### src/rtl/refresh_arb_pkg.sv
package refresh_arb_pkg;

    typedef enum logic [1:0] {
        ST_IDLE   = 2'd0,
        ST_HIDDEN = 2'd1,
        ST_REQ    = 2'd2,
        ST_FORCED = 2'd3
    } arb_state_t;

endpackage

### src/rtl/rfclk_edge.sv
module rfclk_edge (
    input  logic clk,
    input  logic rst_n,
    input  logic rfclk,
    output logic rise,
    output logic fall
);

    logic rf_q;

    always_ff @(posedge clk) begin
        if (!rst_n) rf_q <= 1'b0;
        else        rf_q <= rfclk;
    end

    assign rise = rfclk & ~rf_q;
    assign fall = ~rfclk & rf_q;

endmodule

### src/rtl/refresh_row_ctr.sv
module refresh_row_ctr #(
    parameter int ROW_W = 7
) (
    input  logic             clk,
    input  logic             rst_n,
    input  logic             step,
    output logic [ROW_W-1:0] row
);

    always_ff @(posedge clk) begin
        if (!rst_n)    row <= '0;
        else if (step) row <= row + 1'b1;
    end

endmodule

### src/rtl/refresh_fsm.sv
module refresh_fsm
    import refresh_arb_pkg::*;
#(
    parameter int REF_CYC = 4
) (
    input  logic clk,
    input  logic rst_n,
    input  logic rf_level,
    input  logic rf_rise,
    input  logic rf_fall,
    input  logic dram_sel,
    input  logic grant_ba,
    input  logic grant_bs,
    output logic bus_req,
    output logic ref_active,
    output logic ref_forced,
    output logic cpu_hold,
    output logic finish
);

    localparam int CNT_W = (REF_CYC > 1) ? $clog2(REF_CYC) : 1;
    localparam logic [CNT_W-1:0] DUR_LOAD = CNT_W'(REF_CYC - 1);

    arb_state_t       state, state_nx;
    logic [CNT_W-1:0] dur;
    logic             refreshed;
    logic             refreshed_eff;
    logic             load_dur;

    // A new period begins at the rising edge: the old flag no longer counts.
    assign refreshed_eff = refreshed & ~rf_rise;

    always_comb begin
        state_nx = state;
        unique case (state)
            ST_IDLE: begin
                if (rf_level && !refreshed_eff && !dram_sel)
                    state_nx = ST_HIDDEN;
                else if (rf_fall && !refreshed_eff)
                    state_nx = ST_REQ;
            end
            ST_HIDDEN: begin
                if (dur == '0) state_nx = ST_IDLE;
            end
            ST_REQ: begin
                if (grant_ba && grant_bs) state_nx = ST_FORCED;
            end
            ST_FORCED: begin
                if (dur == '0) state_nx = ST_IDLE;
            end
            default: state_nx = ST_IDLE;
        endcase
    end

    // State register
    always_ff @(posedge clk) begin
        if (!rst_n) state <= ST_IDLE;
        else        state <= state_nx;
    end

    assign load_dur = (state != state_nx) &&
                      ((state_nx == ST_HIDDEN) || (state_nx == ST_FORCED));

    always_ff @(posedge clk) begin
        if (!rst_n)          dur <= '0;
        else if (load_dur)   dur <= DUR_LOAD;
        else if (dur != '0)  dur <= dur - 1'b1;
    end

    assign finish = ((state == ST_HIDDEN) || (state == ST_FORCED)) && (dur == '0);

    always_ff @(posedge clk) begin
        if (!rst_n)       refreshed <= 1'b0;
        else if (finish)  refreshed <= 1'b1;
        else if (rf_rise) refreshed <= 1'b0;
    end

    // Outputs
    always_comb begin
        bus_req    = 1'b0;
        ref_active = 1'b0;
        ref_forced = 1'b0;
        cpu_hold   = 1'b0;
        unique case (state)
            ST_IDLE:   ;
            ST_HIDDEN: begin
                ref_active = 1'b1;
                cpu_hold   = dram_sel;
            end
            ST_REQ:    bus_req = 1'b1;
            ST_FORCED: begin
                bus_req    = 1'b1;
                ref_active = 1'b1;
                ref_forced = 1'b1;
            end
            default:   ;
        endcase
    end

endmodule

### src/rtl/dram_refresh_arb.sv
module dram_refresh_arb #(
    parameter int ROW_W   = 7,
    parameter int REF_CYC = 4
) (
    input  logic             clk,
    input  logic             rst_n,
    input  logic             rfclk,
    input  logic             dram_sel,
    input  logic             grant_ba,
    input  logic             grant_bs,
    output logic             bus_req,
    output logic             ref_active,
    output logic             ref_forced,
    output logic             cpu_hold,
    output logic [ROW_W-1:0] row_addr
);

    logic rf_rise, rf_fall, finish;

    rfclk_edge u_edge (
        .clk   (clk),
        .rst_n (rst_n),
        .rfclk (rfclk),
        .rise  (rf_rise),
        .fall  (rf_fall)
    );

    refresh_fsm #(.REF_CYC(REF_CYC)) u_fsm (
        .clk        (clk),
        .rst_n      (rst_n),
        .rf_level   (rfclk),
        .rf_rise    (rf_rise),
        .rf_fall    (rf_fall),
        .dram_sel   (dram_sel),
        .grant_ba   (grant_ba),
        .grant_bs   (grant_bs),
        .bus_req    (bus_req),
        .ref_active (ref_active),
        .ref_forced (ref_forced),
        .cpu_hold   (cpu_hold),
        .finish     (finish)
    );

    refresh_row_ctr #(.ROW_W(ROW_W)) u_row (
        .clk   (clk),
        .rst_n (rst_n),
        .step  (finish),
        .row   (row_addr)
    );

endmodule

### config.mk
export PLATFORM = sky130hd
export DESIGN_NAME = dram_refresh_arb
export DESIGN_NICKNAME = d
export VERILOG_FILES = /design/src/rtl/refresh_arb_pkg.sv /design/src/rtl/rfclk_edge.sv /design/src/rtl/refresh_row_ctr.sv /design/src/rtl/refresh_fsm.sv /design/src/rtl/dram_refresh_arb.sv
export SDC_FILE = /design/constraint.sdc
export NUM_CORES = 1
export LEC_CHECK = 0
export ABC_CLOCK_PERIOD_IN_PS = 1600
export BUFFER_PORTS_ARGS = -buffer_cell sky130_fd_sc_hd__buf_2
export CELL_PAD_IN_SITES_DETAIL_PLACEMENT = 0
export CELL_PAD_IN_SITES_GLOBAL_PLACEMENT = 1
export CORE_ASPECT_RATIO = 0.75
export CORE_MARGIN = 2
export CORE_UTILIZATION = 37
export DETAILED_ROUTE_END_ITERATION = 6
export PLACE_DENSITY = 0.82
export SLEW_MARGIN = 20
export SYNTH_ARGS = -nofsm -noshare
export SYNTH_HDL_FRONTEND = slang
export SYNTH_SLANG_ARGS = --single-unit
### constraint.sdc
create_clock -name clk -period 1.6 [get_ports clk]
set_input_delay 0.16 -clock clk [delete_from_list [all_inputs] [get_ports clk]]
set_output_delay 0.16 -clock clk [all_outputs]
set_load 0.02 [all_outputs]
==> results of run 1 <==
## flip-flops by register name, summed over array words and instances (netlist names)
name	cells
u_edge.rf_q	1
u_fsm.dur	2
u_fsm.refreshed	1
u_fsm.state	2
u_row.row	7
## cell type report
cell class,count,area share (%)
flip-flops and latches,13,33.28
multi-input cells,48,44.80
inverters,4,1.920
clock buffers,4,3.360
well taps,22,3.520
repair buffers,19,13.12
## cell usage in the layout, fill, tap and decap left out, types with 3 or more instances in the layout
| master | synthesis | final |
|---|---|---|
| and2_1 | 4 | 4 |
| buf_4 | 1 | 3 |
| nand2_1 | 5 | 5 |
| dfxtp_1 | 13 | 13 |
| o21ai_0 | 4 | 4 |
| inv_1 | 4 | 4 |
| clkbuf_4 | 0 | 3 |
| nand3_1 | 3 | 3 |
| or3_1 | 3 | 3 |
| a21boi_1 | 6 | 6 |
| buf_2 | 0 | 16 |
| a21boi_0 | 3 | 3 |
## synth_stat cells, drive strengths merged
| cell | n | area share, % |
|---|---|---|
| or3 | 3 | 2.9 |
| nand3 | 4 | 3.8 |
| nand2 | 5 | 2.9 |
| nand4 | 2 | 2.9 |
| inv | 4 | 2.3 |
| nand2b | 2 | 1.9 |
| dfxtp | 13 | 40 |
| nor2 | 1 | 0.57 |
| mux2i | 1 | 1.5 |
| buf | 2 | 2.9 |
| ha | 2 | 3.8 |
| a21boi | 9 | 10 |
| xor2 | 1 | 1.3 |
| a21oi | 2 | 2.1 |
| or2 | 1 | 0.95 |
| o21ai | 4 | 3.1 |
| xnor2 | 2 | 2.7 |
| and3b | 1 | 1.3 |
| and4b | 1 | 1.5 |
| clkbuf | 3 | 1.7 |
| o21a | 1 | 1.1 |
| and2 | 4 | 3.8 |
| nor4b | 2 | 5.0 |
## how the worst min path moves through the flow
| stage | start | to | slack, ns | cells after the start |
|---|---|---|---|---|
| finish | rfclk | u_edge.rf_q$_SDFF_PN0_ | 0.14 | 2 |
| global route | rfclk | u_edge.rf_q$_SDFF_PN0_ | 0.14 | 2 |
| CTS | rfclk | u_edge.rf_q$_SDFF_PN0_ | 0.14 | 2 |
| detailed placement | rfclk | u_edge.rf_q$_SDFF_PN0_ | 0.42 | 2 |
| global placement | rfclk | u_edge.rf_q$_SDFF_PN0_ | 0.42 | 2 |
| floorplan | rfclk | u_edge.rf_q$_SDFF_PN0_ | 0.28 | 1 |
## stage by stage
step	std cells	worst slack [ns]	util (%)	instance area, um^2	hold slack [ns]
after global placement	106	0.3404	44.25	755.7	0.4237
after floorplan	70	0.2343	-	655.6	0.2817
after global routing	110	0.09396	45.79	782.0	0.1412
final	110	0.1892	45.79	782.0	0.1444
after CTS	110	0.1738	45.79	782.0	0.1398
after detailed placement	106	0.2973	44.25	755.7	0.4198
## cell families (layout without fill, tap and decap cells)
group           after synthesis  in the layout  synth area share (%)
xor+xnor                      3              3                 4.008
mux                           1              1                 1.527
buf+inv                       9             27                 6.870
simple gates                 26             26                 27.48
flops                        13             13                 39.69
compound gates               16             16                 16.60
fa+ha+maj                     2              2                 3.816
## critical path, delay by kind of cell (launching register included)
kind                   cells  cell delay, ns
AND/OR/NAND/NOR            1            0.16
flip-flops                 1            0.46
buffers and inverters      2            0.36
## report_power, final
group	leakage, uW	switching, uW	internal [uW]
clock network	0.0000150	105	96.6
logic	0.000226	149	125
registers	0.000106	27.8	363
## per-layer routing
metal  part of all wire (%)  global-route usage, %  up-vias
li1                       -                      -      278
met4                      0                  1.923        0
met5                      0                      0        -
met2                     44                  20.00        8
met1                     51                  15.82      225
met3                    4.6                  6.716        0
==> metrics.md, run 1 <==
| Metric | Value |
|---|---|
| Status | `completed` |
| Sequential area share after synthesis | `approximately two fifths` |
| Worst-skew pair later-pin latency | `0.28 ns` |
| R2R cell count | `5` |
| Crit path to | `cpu_hold` |
| Largest net degree at the start of global routing | `15` |
| Final period util | `88.17%` |
| Setup crit end kind | `output pin` |
| Worst path cell trace | `buf_4 > and3b_1 > buf_2` |
| GRT Util Overall | `12.71%` |
| Clock skew | `roughly 0.0076 ns` |
| Hold Path Class | `input pin to flop` |
| Synth-to-layout area growth | `19.27%` |
| Row cnt | `13` |
| LEAKAGE | `0.0003465 uW` |
| Post-route DRC violation count | `0` |
| RSZ-0062 raised after global routing | `no` |
| Fin. Hold Viols | `0` |
| Syn Inst Count | `70` |
| Layout cells sized above 1 | `between 20% and 30%` |
| GP Congestion | `0.6864` |
| Vias/cell | `4.645` |
| Synthesized cell area | `655.6 um^2` |
| CP peak stage delay | `0.46 ns` |
| CTS tree | `yes` |
| Bufs on Longest Clock Path | `2` |
| MaxCap Viol Count | `0` |
| Io pins | `17` |
| CP max FO | `8` |
| RR Endpoint | `u_row.row[6]$_SDFFE_PN0P_` |
| Pwr/cell area | `1108 nW/um^2` |
| Slew @ Worst Pin | `roughly 0.23 ns` |
| Reg2Reg Setup Slack | `0.29 ns` |
| Synthesized Nets | `78` |
| Post-CTS resize count | `0` |
| HPWL after detailed placement | `907.3 um` |
| Final Setup Violations | `0` |
| Crit Path Class | `flop to output pin` |
| Peak VDD IR | `0.0006460 V` |
| Die Y | `approximately 40 um` |
| Critical Path Start | `u_fsm.state[0]$_SDFF_PN0_` |
| Clk sinks | `13` |
| Slew Limit Fails | `0` |
| Final setup TNS | `0 ns` |
| ANT nets after route | `0` |
| CTS Buf Count | `3` |
| Yosys warning total | `0` |
| Via Count | `511` |
| Count of cell types in the netlist | `29` |
| Port Buf Inserts | `16` |
| FF-to-FF Start | `u_fsm.dur[0]$_SDFFE_PN0P_` |
| First-pass GRT wire length | `1890 um` |
| CORE AREA | `1708 um^2` |
| Synth Register Bits | `13` |
| WP data required | `about 1.4 ns` |
| Min Tclk post-route | `1.411 ns` |
| Post-Route WL | `around 1200 um` |
| 1st-iter DRT viols | `4` |
| Total die area | `2128 um^2` |
| Area taken by multi-input logic gates | `~350 um^2` |
| Die width | `52.61 um` |
| CP Launch Type | `flop` |
| FMAX | `just over 700 MHz` |
| Drt first pass iters | `4` |
| Antenna violations before repair | `0` |
| Total Power | `866.4 uW` |
| Vias in the first global route | `424` |
| Initial Utilization | `38.39%` |
| Postcts setup bufs | `0` |
| FILL cells | `193` |
| Hold buffers post-CTS | `0` |
| Final Net Count | `97` |
| Data arrival, critical path | `1.25 ns` |
| Crit-path slowest cell | `dfxtp_1` |
| Sequential cell area | `about 260 um^2` |
| Clk slew on worst S/H paths | `0.08 ns` |
| Max_slew headroom | `84.20%` |
| Root Driver | `clkbuf_4` |
| Routed len/inst | `10.61 um` |
| Mean Syn Cell Area | `9.366 um^2` |
| Grt ovf | `0` |
| Htree depth | `1` |
| Antenna Cells | `0` |
Note: power is estimated with default switching activity, not from simulation.
==> inputs of run 2 (changes only) <==
--- a/config.mk
+++ b/config.mk
@@ -7,14 +7,12 @@
 export LEC_CHECK = 0
 export ABC_CLOCK_PERIOD_IN_PS = 1600
 export BUFFER_PORTS_ARGS = -buffer_cell sky130_fd_sc_hd__buf_2
-export CELL_PAD_IN_SITES_DETAIL_PLACEMENT = 0
-export CELL_PAD_IN_SITES_GLOBAL_PLACEMENT = 1
-export CORE_ASPECT_RATIO = 0.75
-export CORE_MARGIN = 2
-export CORE_UTILIZATION = 37
+export CORE_AREA = 2 2 39 41
 export DETAILED_ROUTE_END_ITERATION = 6
-export PLACE_DENSITY = 0.82
+export DIE_AREA = 0 0 41 43
+export PLACE_DENSITY = 0.77
 export SLEW_MARGIN = 20
 export SYNTH_ARGS = -nofsm -noshare
 export SYNTH_HDL_FRONTEND = slang
+export SYNTH_HIERARCHICAL = 1
 export SYNTH_SLANG_ARGS = --single-unit
==> run 2 against run 1 <==
  * Fmax fell by 3.2%
  * Final cell count fell by 10%
  * Clock skew fell by 0.0033 ns
  * Die area fell by 17%
  * Sequential share of layout area rose by 1.6 points
  * First-iteration DRC count did not move
  * Clock power fell by 2%
  * Power fell by 3.5%
  * Cell area fell by 4.6%
  * Utilization rose by 8.1 points
  * Non-clock buffer count rose by 1
==> metrics.md, run 2 <==
| Metric | Value |
|---|---|
| Most numerous cell in the Yosys netlist | `dfxtp_1 (unchanged)` |
| EDFF count, synth | `0 (unchanged)` |
| Largest register FFs | `7 (unchanged)` |
| Antenna Cells | `0 (unchanged)` |
| Crit Path Class | `flop to flop (was flop to output pin)` |
| Initial Utilization | `43.04% (was 38.39%)` |
| CTS tree | `yes (unchanged)` |
| Clock skew | `0.004341 ns (was 0.007612 ns)` |
| Share of flip-flops with an asynchronous set or reset | `0% (unchanged)` |
| Post-route cell area | `745.7 um^2 (was 782.0 um^2)` |
| Fin. Hold Viols | `0 (unchanged)` |
| Final setup TNS | `0 ns (unchanged)` |
| Root Driver | `clkbuf_4 (unchanged)` |
| Antenna violations before repair | `0 (unchanged)` |
| Slew @ Worst Pin | `0.3519 ns (was 0.2337 ns)` |
| First-pass GRT wire length | `1676 um (was 1890 um)` |
| Clk slew on worst S/H paths | `0.08 ns (about the same)` |
| Data arrival, critical path | `1.67 ns (was 1.25 ns)` |
| Area after DPL | `710.7 um^2 (was 755.7 um^2)` |
| CP peak stage delay | `0.38 ns (was 0.46 ns)` |
| GRT Util Overall | `14.20% (was 12.71%)` |
| LEAKAGE | `0.0003458 uW (was 0.0003465 uW)` |
| Die Y | `43 um (was 40.46 um)` |
| Post-route DRC violation count | `0 (unchanged)` |
| Largest net degree at the start of global routing | `14 (was 15)` |
| Die width | `41 um (was 52.61 um)` |
| Dominant cells by area after synthesis | `dfxtp_1 (44%), and2_1 (7.4%), nor2b_1 (6.3%) (was dfxtp_1 (40%), a21boi_1 (6.9%), and2_1 (3.8%))` |
| Regs by FF count | `u_row/row (7), u_fsm/dur (2), u_fsm/state (2) (was u_row.row (7), u_fsm.dur (2), u_fsm.state (2))` |
| Synthesized cell area | `595.6 um^2 (was 655.6 um^2)` |
| Slew Limit Fails | `0 (unchanged)` |
| Post-synth top cells | `dfxtp_1 (13), and2_1 (7), nor2b_1 (6) (was dfxtp_1 (13), a21boi_1 (6), nand2_1 (5))` |
| Post-Route WL | `1080 um (was 1167 um)` |
| FMAX | `686.3 MHz (was 708.8 MHz)` |
| FILL cells | `135 (was 193)` |
| Final period util | `91.07% (was 88.17%)` |
| Vias in the first global route | `429 (was 424)` |
| Layout cells sized above 1 | `31.33% (was 29.55%)` |
| Drt first pass iters | `4 (unchanged)` |
| Count of cell types in the netlist | `20 (was 29)` |
| Clk sinks | `13 (unchanged)` |
| Routed len/inst | `10.91 um (was 10.61 um)` |
| Io pins | `17 (unchanged)` |
| WP data required | `1.81 ns (was 1.44 ns)` |
| Yosys warning total | `6 (was 0)` |
| CP top delay family | `simple AND/OR/NAND/NOR gates (was flip-flops)` |
| CP max FO | `5 (was 8)` |
| Crit-path slowest cell | `or3_1 (was dfxtp_1)` |
| Grt ovf | `0 (unchanged)` |
| Pwr/cell area | `1122 nW/um^2 (was 1108 nW/um^2)` |
| Bufs on Longest Clock Path | `2 (unchanged)` |
| Max_slew headroom | `76.28% (was 84.20%)` |
| Synth Register Bits | `13 (unchanged)` |
| CORE AREA | `1384 um^2 (was 1708 um^2)` |
| Port Buf Inserts | `16 (unchanged)` |
| CP Launch Type | `flop (unchanged)` |
| Commonest non-fill, non-tap cells in the layout | `buf_2 (16), dfxtp_1 (13), nor2b_1 (6), and2_1 (6), o21a_1 (5) (was buf_2 (16), dfxtp_1 (13), a21boi_1 (6), nand2_1 (5))` |
| Worst-skew pair later-pin latency | `0.27 ns (was 0.28 ns)` |
| Top-area cell type share of the netlist area | `43.70% (was 39.69%)` |
| RSZ-0062 raised after global routing | `no (unchanged)` |
| Min Tclk post-route | `1.457 ns (was 1.411 ns)` |
| Final Setup Violations | `0 (unchanged)` |
| Htree depth | `1 (unchanged)` |
| Sequential area share after synthesis | `43.70% (was 39.69%)` |
| Setup crit end kind | `flop (was output pin)` |
| Synthesized Nets | `69 (was 78)` |
| HPWL after detailed placement | `819 um (was 907.3 um)` |
| Total die area | `1763 um^2 (was 2128 um^2)` |
| Via Count | `482 (was 511)` |
| Worst path cell trace | `inv_1 > ha_1 > and2_2 > nand4_1 > or3_1 > a21boi_1 (was buf_4 > and3b_1 > buf_2)` |
| Peak VDD IR | `0.0006251 V (was 0.0006460 V)` |
| GP Congestion | `0.7134 (was 0.6864)` |
| Vias/cell | `4.869 (was 4.645)` |
| Top reg by flops | `u_row/row (was u_row.row)` |
| Status | `completed (unchanged)` |
| Synth-to-layout area growth | `25.21% (was 19.27%)` |
| Buf/Inv on CP | `1 (was 2)` |
| Hold Path Class | `input pin to flop (unchanged)` |
| Syn Inst Count | `61 (was 70)` |
| Synth area leader | `dfxtp_1 (unchanged)` |
| ANT nets after route | `0 (unchanged)` |
| Commonest non-fill, non-tap cell in the layout | `buf_2 (unchanged)` |
| MaxCap Viol Count | `0 (unchanged)` |
| 1st-iter DRT viols | `4 (unchanged)` |
| Final Net Count | `92 (was 97)` |
| Row cnt | `14 (was 13)` |
| Top FF cell, synth | `dfxtp_1 (unchanged)` |
| Mean Syn Cell Area | `9.763 um^2 (was 9.366 um^2)` |
| CTS Buf Count | `3 (unchanged)` |
-- run 2: cell count changes after synthesis, moves of 2 or more --
cell and change:
nor2b_1 +6, and2_1 +3, inv_1 -2, xnor2_1 +2, o21a_1 +4, a21boi_0 -3
o21ai_0 -2, nand3_1 -3, a21boi_1 -4
-- run 2: worst reg2reg max path: cells and delay by family, from the launching register on --
kind	cells	cell delay (ns)
buf+inv	1	0.06
flops	1	0.33
compound gates	1	0.13
fa+ha+maj	1	0.15
simple gates	3	0.73
-- run 2: layout make-up --
| type | count | area [um^2] | share of cell area (%) |
|---|---|---|---|
| multi-input cells | 44 | 321.6 | 43.12 |
| flip-flops and latches | 13 | 260.3 | 34.90 |
| repair buffers | 20 | 110.1 | 14.77 |
| clock buffers | 4 | 26.28 | 3.523 |
| well taps | 16 | 20.02 | 2.685 |
| inverters | 2 | 7.507 | 1.007 |
-- run 2: logic make-up (layout without fill, tap and decap cells) --
group	count (synthesis)	count (layout)	share of synthesized area, %
compound gates	10	10	13.24
fa+ha+maj	2	2	4.201
xor+xnor	5	5	7.353
mux	2	2	3.361
simple gates	25	25	25.63
buf+inv	4	26	2.522
flops	13	13	43.70
-- run 2: where the power goes --
group | leakage [uW] | internal [uW] | switching (uW)
combinational | 0.000225 | 135 | 117
sequential | 0.000106 | 363 | 23.1
clock | 0.0000150 | 96.5 | 102
-- run 2: metal layers --
layer | vias to the layer above | share of wire (%) | global-route usage [%]
li1 | 250 | - | -
met1 | 221 | 44 | 16.88
met2 | 9 | 51 | 20.31
met3 | 2 | 3.1 | 3.141
met4 | 0 | 1.8 | 12.00
met5 | - | 0 | 0
-- run 2: final timing paths --
check / from / endpoint / slack, ns / cells past startpoint
max: u_fsm/dur[0]$_SDFFE_PN0P_ / u_row/row[6]$_SDFFE_PN0P_ / 0.14 / 6
min: rfclk / u_edge/rf_q$_SDFF_PN0_ / 0.14 / 2
min reg2reg: u_row/row[6]$_SDFFE_PN0P_ / u_row/row[6]$_SDFFE_PN0P_ / 0.48 / 2
max reg2reg: u_fsm/dur[0]$_SDFFE_PN0P_ / u_row/row[6]$_SDFFE_PN0P_ / 0.14 / 6
-- run 2: what timing repair did --
item                       CTS  global route
hold buffers                 0             0
resized for setup            0             1
setup endpoints to repair    0             2
buffers inserted             0             1
-- run 2: metrics by stage --
stage / hold WS [ns] / utilization (%) / total power (uW) / std cells / worst slack, ns
after floorplan: 0.2775 / - / 564.8 / 61 / 0.06401
after global placement: 0.4034 / 51.36 / 630.9 / 94 / 0.1712
after detailed placement: 0.4191 / 51.36 / 646.1 / 94 / 0.1108
after CTS: 0.1313 / 53.25 / 849.6 / 98 / 0.09173
after global routing: 0.1350 / 53.89 / 898.8 / 99 / 0.02841
final: 0.1387 / 53.89 / 836.5 / 99 / 0.1429
==> inputs of run 3 (changes only) <==
--- a/config.mk
+++ b/config.mk
@@ -11,6 +11,7 @@
 export DETAILED_ROUTE_END_ITERATION = 6
 export DIE_AREA = 0 0 41 43
 export PLACE_DENSITY = 0.77
+export REMOVE_ABC_BUFFERS = 1
 export SLEW_MARGIN = 20
 export SYNTH_ARGS = -nofsm -noshare
 export SYNTH_HDL_FRONTEND = slang
==> run 3 against run 2 <==
  * Final cell count unchanged
  * Cell area decreased by 0.17%
  * Critical path depth unchanged
  * Count of clock-buffer cells in the layout unchanged
  * Wire length decreased by 1.5%
  * Via count decreased by 0.41%
  * Largest power group unchanged
==> metrics.md, run 3 (same netlist as run 2, synthesis figures left out) <==
| Metric | Value |
|---|---|
| Grt ovf | `0 (unchanged)` |
| Io pins | `17 (unchanged)` |
| Die width | `41 um (unchanged)` |
| Die Y | `43 um (unchanged)` |
| Clk slew on worst S/H paths | `0.08 ns (about the same)` |
| Top routing layer in use | `met4 (unchanged)` |
| Bufs on Longest Clock Path | `2 (unchanged)` |
| WP data required | `1.80 ns (was 1.81 ns)` |
| Routed len/inst | `10.75 um (was 10.91 um)` |
| Pwr/cell area | `1115 nW/um^2 (was 1122 nW/um^2)` |
| Htree depth | `1 (unchanged)` |
| Post-route DRC violation count | `0 (unchanged)` |
| CTS Buf Count | `3 (unchanged)` |
| R2R cell count | `6 (unchanged)` |
| Slew Limit Fails | `0 (unchanged)` |
| Final Net Count | `92 (unchanged)` |
| GP Congestion | `0.6936 (was 0.7134)` |
| Hold depth | `2 (unchanged)` |
| Clk sinks | `13 (unchanged)` |
| Post-route cell area | `744.5 um^2 (was 745.7 um^2)` |
| Final period util | `95.45% (was 91.07%)` |
| Vias/cell | `4.848 (was 4.869)` |
| Fin. Hold Viols | `0 (unchanged)` |
| Worst-skew pair later-pin latency | `0.27 ns (about the same)` |
| Met1 Wirelength | `491 um (was 478 um)` |
| RSZ-0062 raised after global routing | `no (unchanged)` |
| Status | `completed (unchanged)` |
| Crit Path Class | `flop to flop (unchanged)` |
| Root Driver | `clkbuf_4 (unchanged)` |
| Antenna violations before repair | `0 (unchanged)` |
| Min Tclk post-route | `1.527 ns (was 1.457 ns)` |
| Max_slew headroom | `74.82% (was 76.28%)` |
| Met2 Wirelength | `529 um (was 547 um)` |
| Largest net degree at the start of global routing | `14 (unchanged)` |
| Port Buf Inserts | `16 (unchanged)` |
| Clock skew | `0.007871 ns (was 0.004341 ns)` |
| RR Endpoint | `u_row/row[6]$_SDFFE_PN0P_ (unchanged)` |
| Worst Hold Endpoint | `u_edge/rf_q$_SDFF_PN0_ (unchanged)` |
| FF-to-FF Start | `u_fsm/dur[0]$_SDFFE_PN0P_ (unchanged)` |
| CTS tree | `yes (unchanged)` |
| Drt first pass iters | `4 (unchanged)` |
| Antenna Cells | `0 (unchanged)` |
| Area after DPL | `703.2 um^2 (was 710.7 um^2)` |
| Data arrival, critical path | `1.73 ns (was 1.67 ns)` |
| Row cnt | `14 (unchanged)` |
| Hold Startpoint | `rfclk (unchanged)` |
| Total die area | `1763 um^2 (unchanged)` |
| MaxCap Viol Count | `0 (unchanged)` |
| Met3 wire length | `20 um (was 34 um)` |
| Hold Path Class | `input pin to flop (unchanged)` |
| Reg2Reg Setup Slack | `0.07 ns (was 0.14 ns)` |
| FMAX | `654.8 MHz (was 686.3 MHz)` |
| Vias in the first global route | `428 (was 429)` |
| Setup crit end kind | `flop (unchanged)` |
| Via Count | `480 (was 482)` |
| CP Launch Type | `flop (unchanged)` |
| Commonest non-fill, non-tap cells in the layout | `buf_2 (16), dfxtp_1 (13), and2_1 (7), nor2b_1 (6), o21a_1 (5) (was buf_2 (16), dfxtp_1 (13), nor2b_1 (6), and2_1 (6), o21a_1 (5))` |
| Post-Route WL | `1064 um (was 1080 um)` |
| Top reg by flops | `u_row/row (unchanged)` |
| LEAKAGE | `0.0003438 uW (was 0.0003458 uW)` |
| Commonest non-fill, non-tap cell in the layout | `buf_2 (unchanged)` |
| Slew @ Worst Pin | `0.3737 ns (was 0.3519 ns)` |
| GRT Util Overall | `14.31% (was 14.20%)` |
| Final setup TNS | `0 ns (unchanged)` |
| Initial Utilization | `43.04% (unchanged)` |
| Regs by FF count | `u_row/row (7), u_fsm/dur (2), u_fsm/state (2) (unchanged)` |
| Peak VDD IR | `0.0006047 V (was 0.0006251 V)` |
| Layout cells sized above 1 | `30.12% (was 31.33%)` |
| First-pass GRT wire length | `1683 um (was 1676 um)` |
| ANT nets after route | `0 (unchanged)` |
| 1st-iter DRT viols | `3 (was 4)` |
| Synth-to-layout area growth | `25.00% (was 25.21%)` |
| Largest register FFs | `7 (unchanged)` |
| CORE AREA | `1384 um^2 (unchanged)` |
| Final Setup Violations | `0 (unchanged)` |
| CP max FO | `5 (unchanged)` |
## run 3: what timing repair did
item	CTS	global route
endpoints found under the setup margin	0	2
gates resized for setup	0	0
setup buffers	0	2
hold buffers	0	0
## run 3: power breakdown
| part | total [uW] | switching, uW | internal (uW) |
|---|---|---|---|
| clock network | 199 | 103 | 96.5 |
| logic | 243 | 112 | 130 |
| registers | 388 | 25.3 | 363 |
| total | 830 | 240 | 590 |
## run 3: worst max-delay path by stage
stage	from	endpoint	slack, ns	cells after the start
after floorplan	u_fsm/dur[0]$_SDFFE_PN0P_	u_row/row[5]$_SDFFE_PN0P_	0.06	6
final	u_fsm/dur[0]$_SDFFE_PN0P_	u_row/row[6]$_SDFFE_PN0P_	0.07	6
after detailed placement	u_fsm/dur[0]$_SDFFE_PN0P_	u_row/row[6]$_SDFFE_PN0P_	0.11	6
after global placement	u_fsm/dur[0]$_SDFFE_PN0P_	u_row/row[6]$_SDFFE_PN0P_	0.17	6
after global routing	u_fsm/dur[1]$_SDFFE_PN0P_	u_row/row[6]$_SDFFE_PN0P_	0.003	6
after CTS	u_fsm/dur[0]$_SDFFE_PN0P_	u_row/row[6]$_SDFFE_PN0P_	0.09	6
## run 3: per-layer routing
| metal | track usage (%) | vias to the layer above |
|---|---|---|
| li1 | - | 252 |
| met1 | 18.89 | 218 |
| met2 | 19.69 | 8 |
| met3 | 1.571 | 2 |
| met4 | 12.00 | 0 |
| met5 | 0 | - |
## run 3: layout make-up
cell class | count | area (um^2)
timing repair buffer | 20 | 110.1
fill | 130 | 639.4
sequential | 13 | 260.3
clock buffer | 4 | 26.28
tap | 16 | 20.02
multi-input combinational | 44 | 320.3
inverter | 2 | 7.507
## run 3: worst max-delay path: stages (launching register included)
cell      delay [ns]
dfxtp_1         0.33
inv_1           0.06
ha_1            0.15
and2_1          0.23
nand4_1         0.18
or3_1           0.37
a21boi_1        0.13
## run 3: through the flow
step | setup WS, ns | utilization, % | hold slack [ns] | power (uW) | std cells
2_1_floorplan | 0.06385 | - | 0.2775 | 562.2 | 59
3_3_place_gp | 0.1725 | 50.81 | 0.4047 | 625.9 | 93
3_5_place_dp | 0.1133 | 50.81 | 0.4171 | 636.7 | 93
4_1_cts | 0.08655 | 52.71 | 0.1289 | 838.6 | 97
5_1_grt | 0.002581 | 53.80 | 0.1365 | 894.5 | 99
6_report | 0.07275 | 53.80 | 0.1371 | 830.0 | 99
